## config.mk

```make
export PLATFORM = sky130hd
export DESIGN_NAME = prog_lock_ctrl
export DESIGN_NICKNAME = d
export VERILOG_FILES = /design/src/rtl/prog_lock_ctrl.sv
export SDC_FILE = /design/constraint.sdc
export NUM_CORES = 1
export LEC_CHECK = 0
export ABC_AREA = 1
export CAP_MARGIN = 20
export CORE_UTILIZATION = 16
export CTS_CLUSTER_DIAMETER = 50
export DETAILED_ROUTE_END_ITERATION = 8
export GPL_ROUTABILITY_DRIVEN = 0
export HOLD_SLACK_MARGIN = 0.12
export PLACE_DENSITY_LB_ADDON = 0.3
export SKIP_LAST_GASP = 1
export SLEW_MARGIN = 15
export SYNTH_ARGS = -nofsm -noshare
export SYNTH_HDL_FRONTEND = slang
export SYNTH_SLANG_ARGS = --single-unit
export TNS_END_PERCENT = 5
```

## constraint.sdc

```tcl
create_clock -name clk -period 1 [get_ports clk]
set_clock_uncertainty 0.1 [all_clocks]
set_input_delay 0.25 -clock clk [delete_from_list [all_inputs] [get_ports clk]]
set_output_delay 0.25 -clock clk [all_outputs]
set_load 0.05 [all_outputs]
```

## src/rtl/prog_lock_ctrl.sv

```systemverilog
module prog_lock_ctrl #(
  parameter int ADDR_W = 16,
  parameter int DATA_W = 8,
  parameter int INT_AW = 13
) (
  input  logic              clk,
  input  logic              rst,
  input  logic [2:0]        lock_bits,
  input  logic              ea_pin,
  input  logic              lock_wr_req,
  input  logic [2:0]        lock_wr_val,
  output logic              lock_wr_ok,
  input  logic              fetch_req,
  input  logic [ADDR_W-1:0] fetch_addr,
  output logic              fetch_ext,
  output logic              fetch_ok,
  input  logic              tbl_req,
  input  logic              tbl_from_ext,
  input  logic [ADDR_W-1:0] tbl_addr,
  output logic              tbl_ok,
  output logic [DATA_W-1:0] tbl_data,
  input  logic              prog_req,
  output logic              prog_ok,
  input  logic              ver_req,
  input  logic              sig_sel,
  input  logic [ADDR_W-1:0] ver_addr,
  output logic              ver_ok,
  output logic [DATA_W-1:0] ver_data,
  input  logic [DATA_W-1:0] mem_rdata,
  output logic              ea_eff,
  output logic [1:0]        prot_level
);
  localparam logic [DATA_W-1:0] BLANK = '1;

  logic [1:0]        lvl;
  logic              ea_hold;
  logic              tbl_internal;
  logic [DATA_W-1:0] sig_byte;

  always_comb begin
    if (lock_bits[2])      lvl = 2'd3;
    else if (lock_bits[1]) lvl = 2'd2;
    else if (lock_bits[0]) lvl = 2'd1;
    else                   lvl = 2'd0;
  end

  always_ff @(posedge clk)
    if (rst) ea_hold <= ea_pin;

  assign prot_level = lvl;
  assign ea_eff     = (lvl != 2'd0) ? ea_hold : ea_pin;

  assign fetch_ext = !ea_eff || (|fetch_addr[ADDR_W-1:INT_AW]);
  assign fetch_ok  = fetch_req && !(lvl == 2'd3 && fetch_ext);

  assign tbl_internal = ea_eff && !(|tbl_addr[ADDR_W-1:INT_AW]);
  assign tbl_ok   = tbl_req && !(lvl != 2'd0 && tbl_from_ext && tbl_internal);
  assign tbl_data = tbl_ok ? mem_rdata : BLANK;

  assign prog_ok = prog_req && (lvl == 2'd0);

  always_comb begin
    sig_byte = BLANK;
    if (ver_addr == ADDR_W'(8'h30))      sig_byte = DATA_W'(8'h37);
    else if (ver_addr == ADDR_W'(8'h31)) sig_byte = DATA_W'(8'h6E);
    else if (ver_addr == ADDR_W'(8'h32)) sig_byte = DATA_W'(8'h7F);
  end

  assign ver_ok   = ver_req && (sig_sel || !lvl[1]);
  assign ver_data = !ver_ok ? BLANK : (sig_sel ? sig_byte : mem_rdata);

  assign lock_wr_ok = lock_wr_req && ((lock_wr_val & lock_bits) == lock_bits);

  p_prog_locked_r2: assert property (@(posedge clk) disable iff (rst)
    prog_ok |-> (lock_bits == 3'b000));

  p_tbl_blank_r3: assert property (@(posedge clk) disable iff (rst)
    (tbl_req && !tbl_ok) |-> (tbl_data == BLANK));

  p_verify_locked_r4: assert property (@(posedge clk) disable iff (rst)
    (ver_req && !sig_sel && lock_bits[2:1] != 2'b00) |-> (ver_data == BLANK));

  p_no_ext_exec_r7: assert property (@(posedge clk) disable iff (rst)
    (fetch_ok && lock_bits[2]) |-> !fetch_ext);

  p_ea_frozen_r8: assert property (@(posedge clk) disable iff (rst)
    (!$past(rst) && lvl != 2'd0 && $past(lvl) != 2'd0) |-> (ea_eff == $past(ea_eff)));

  p_lock_monotonic_r9: assert property (@(posedge clk) disable iff (rst)
    lock_wr_ok |-> ((lock_wr_val | lock_bits) == lock_wr_val));

  p_idle_quiet_r10: assert property (@(posedge clk) disable iff (rst)
    (!fetch_req && !tbl_req && !prog_req && !ver_req && !lock_wr_req)
      |-> (!fetch_ok && !tbl_ok && !prog_ok && !ver_ok && !lock_wr_ok));
endmodule

```

# == Word-level counts from Yosys, hierarchy flattened ==
# Index checks and enable logic that the tools add are counted.
# op_classes
n_eq_ne,5
mux,10
bitwise,1
reduce_logical,20
# op_table
cell,n
$eq A16 B6 Y1 const B,3
$mux W8,6
$logic_and A1 B1 Y1,9
$reduce_or A3 Y1,2
$logic_not A1 Y1,5
$mux W2,2
$and A3 B3 Y3,1
$eq A3 B3 Y1,1
$eq A2 B2 Y1 const B,1
$logic_not A2 Y1,1
$logic_or A1 B1 Y1,2
$mux W1,2
$reduce_bool A2 Y1,1
# totals
regBits,1
input_bits,72
word_cells,37

# == Longest topological paths before layout ==
# logic_depth
word_depth,10
ltp_mapped,7

# == Worst setup path after synthesis ==
# Ideal clock, no wire load.
# synth_path
path_kind,input -> output
from,in lock_bits[1]
to,out fetch_ok
arrival_ns,1.629
t_required_ns,0.650
setup_slack_ns,-0.979
stages,5
path_buffers,0
path_cell_list,nor2_4 nand2_4 nand2_4 nand3_2 a21boi_1
# synth_via
elab_chain_len,9
# synth_lines
element,line_no,rtl
from (decl),8,"input logic [2:0] lock_bits,"
$mux W2,42,else if (lock_bits[1]) lvl = 2'd2;
$mux W2,41,if (lock_bits[2]) lvl = 2'd3;
$reduce_bool A2 Y1,51,assign ea_eff = (lvl != 2'd0) ? ea_hold : ea_pin;
$mux W1,51,
$logic_not A1 Y1,53,assign fetch_ext = !ea_eff || (|fetch_addr[ADDR_W-1:INT_AW]);
$logic_or A1 B1 Y1,53,
via fetch_ext,15,"output logic fetch_ext,"
$logic_and A1 B1 Y1,54,assign fetch_ok = fetch_req && !(lvl == 2'd3 && fetch_ext);
$logic_not A1 Y1,54,
$logic_and A1 B1 Y1,54,
to (decl),16,"output logic fetch_ok,"
# The timed path passes the listed nets, and every way through them passes these cells.

# == Final worst setup path ==
# layout_path
from,in ver_addr[1]
to,out ver_data[3]
# layout_via
elab_chain_len,5
# layout_lines
element,line_no,rtl
from (decl),26,"input logic [ADDR_W-1:0] ver_addr,"
$eq A16 B6 Y1,65,else if (ver_addr == ADDR_W'(8'h31)) sig_byte = DATA_W'(8'h6E);
$mux W8,65,
$mux W8 *,64,if (ver_addr == ADDR_W'(8'h30)) sig_byte = DATA_W'(8'h37);
$mux W8 * (2 in a row),70,assign ver_data = !ver_ok ? BLANK : (sig_sel ? sig_byte : mem_rdata);
to (decl),28,"output logic [DATA_W-1:0] ver_data,"
# Every way passes the cells marked *; elsewhere a longest branch is shown, timed or not.

==> results by group <==
Outcome
  • Status: complete, but fails checks
  • Failing checks: setup timing

Placed design
  • Post-DP HPWL: 2028 µm
  • DP Cell Count: 192
  • Dpl ws: -0.9479 ns
  • Port Buffers: 70

Cells and area
  • Nets: 237
  • Finished Layout Cells: 193
  • Share of cells above drive strength 1: 63.80%
  • Largest register FFs: 1
  • ANT cells: 0
  • Top reg by flops: ea_hold
  • Largest registers: ea_hold (1)
  • Synth-to-layout area growth: 267.8%

Power
  • PD cells: 526.9 nW/µm²
  • Pleak: 0.7425 nW
  • Sw Share: 47.73%
  • Sequential share of power: 6.6%
  • Worst VDD drop: 0.0003460 V
  • P_int: 0.4525 mW
  • Power share of the clock group: 0%
  • NetSw: 0.4132 mW
  • Comb pwr share: 93.4%

Synthesis
  • Synth top area share: 14.29%
  • Sequential area share after synthesis: 6.723%
  • Unique masters post-synth: 20
  • Mapped Area: 446.7 µm²
  • Syn nets: 152
  • Ys Warns: 0
  • Syn avg cell area: 5.583 µm²
  • Post-synthesis cell count: 80
  • FF+latch count, synth: 1
  • Synth top area cells: nand2_1 14%, nand3_1 12%, inv_1 12%, nor2_1 11%, nand3b_1 10%
  • Largest area contributor in the netlist: nand2_1

Die
  • Die ar.: 3007 µm²
  • Chip Width: 54.84 µm
  • Die height: 54.84 µm
  • Rows: 18
  • I/O pin count: 97
  • Core box area: 2567 µm²
  • Initial Util: 17.40%

STA
  • Finish-stage setup viols: 26
  • Max Fclk: 0.6518 GHz
  • Worst rel slew slack: 82.21%
  • Tcrit/Tclk final: 153.4%
  • Worst slew pin tran: 0.2651 ns
  • Total negative setup slack: -11.37 ns
  • Final hold vios: 0
  • RSZ-0062 raised after global routing: true
  • Min Clock Period, post-route: 1.534 ns
  • Slew Viols, Final: 0
  • WHS: 0.4855 ns
  • Worst setup margin: -0.5343 ns

Drt
  • Mean number of vias per cell: 4.554
  • First drt pass iteration count: 3
  • Total wire length: 2541 µm
  • Number of nets with antenna violations after routing: 0
  • Initial drt markers: 2
  • Vias after detailed routing: 879
  • # DRC: 0
  • WL per Instance: 13.17 µm

Clock network
  • CTS clk-pin slew, worst paths: 0 ns
  • Post-CTS setup buffer count: 0
  • Hold_buf cts: 0

GRT
  • Number of global-route vias before repair: 802
  • Largest net degree at the start of global routing: 7
  • Initial antenna violation count: 0
  • Global-route wire length before repair: 3298 µm
  • Overall Global Routing Usage: 14.85%
  • GRT Residual Overflow: 0

Worst setup path
  • Critical Path Sink Type: output port
  • Worst-path fanout max: 3
  • Critical Path AT: 1.18 ns
  • Setup crit start: ver_addr[1]
  • Max stage delay on crit path: 0.16 ns
  • CP Data Required Time: 0.65 ns
  • Worst Setup Path Type: in -> out
  • CP max stage cell: buf_12
  • Cells along the critical path: clkbuf_2, nor2_1, nand2_1, nor2_1, nand2_1, nand2_2, nand3_4, buf_12
  • Startpoint type of the worst setup path: input pin

Worst hold path
  • Hold_sp: ea_pin
  • Hold Crit Class: in -> reg

Run
  • Max cap viols: 0
[path summary, 6_finish.rpt]
| check | endpoint | slack, ns | depth (start not counted) |
|---|---|---|---|
| max | ver_data[3] | -0.53 | 8 |
| min | ea_hold | 0.49 | 1 |
[routing by layer]
metal  GRT usage (%)  part of all wire (%)  routed length [µm]  vias up
met5               0                     0                   0        -
met4               0                     0                   0        0
li1                -                     -                   -      430
met2           32.53                    57                1452       52
met3           5.833                    15                 374        0
met1           12.64                    28                 713      397
[kinds of logic after synthesis]
| family | share of synthesized area [%] |
|---|---|
| simple gates | 70.03 |
| buf+inv | 12.60 |
| compound gates | 10.65 |
| flops | 6.723 |
[critical path: cells and delay by family]
family                 cells  cell delay [ns]
AND/OR/NAND/NOR            6             0.67
buffers and inverters      2             0.27
[what timing repair did]
action | CTS | global route
gates resized for setup | 96 | 26
pin swaps | 33 | 20
setup endpoints to repair | 27 | 26
gates cloned | 1 | 0
hold endpoints to repair | 0 | 0
[stage by stage]
step / utilization [%] / power (mW) / instance area [µm²]
2_1_floorplan: - / 0.3829 / 539.3
3_3_place_gp: 62.67 / 0.8509 / 1609
3_5_place_dp: 62.67 / 0.8638 / 1609
4_1_cts: 64.04 / 0.8645 / 1644
5_1_grt: 63.99 / 0.9105 / 1643
6_report: 63.99 / 0.8657 / 1643
[final cells by class]
type	instances	area, µm²
sequential	1	30.03
tap	30	37.54
inverter	14	56.30
multi-input combinational	65	556.8
fill	236	924.6
timing repair buffer	83	962.2
[placed cells by master (no fill, tap or decap), types with 7 or more instances in the layout]
| cell | instances |
|---|---|
| buf_6 | 7 |
| buf_12 | 24 |
| nor2_2 | 7 |
| nand2_1 | 9 |
| inv_1 | 11 |
| clkdlybuf4s50_1 | 15 |
| buf_4 | 12 |
| nand2_2 | 8 |
| clkbuf_2 | 11 |
[synth_stat cells]
cell type / n
nand3_1: 11
nand4_4: 1
nor2_1: 13
nand2_1: 17
buf_1: 1
o22ai_1: 1
nor3_4: 1
nand2_4: 2
nor2_4: 1
nor3_1: 1
nand3b_1: 6
edfxtp_1: 1
inv_1: 14
nand3_2: 1
and2_2: 1
a21oi_1: 3
and2_1: 1
a21boi_1: 1
o21ai_2: 1
o21ai_0: 2
[power groups by stage]
stage	Combinational, mW	Sequential, mW	Clock, mW
6_report	0.809	0.0569	0
5_1_grt	0.853	0.0572	0
4_1_cts	0.807	0.0578	0
3_5_place_dp	0.810	0.0542	0
3_3_place_gp	0.797	0.0539	0
2_1_floorplan	0.329	0.0537	0
Note: power is estimated with default switching activity, not from simulation.
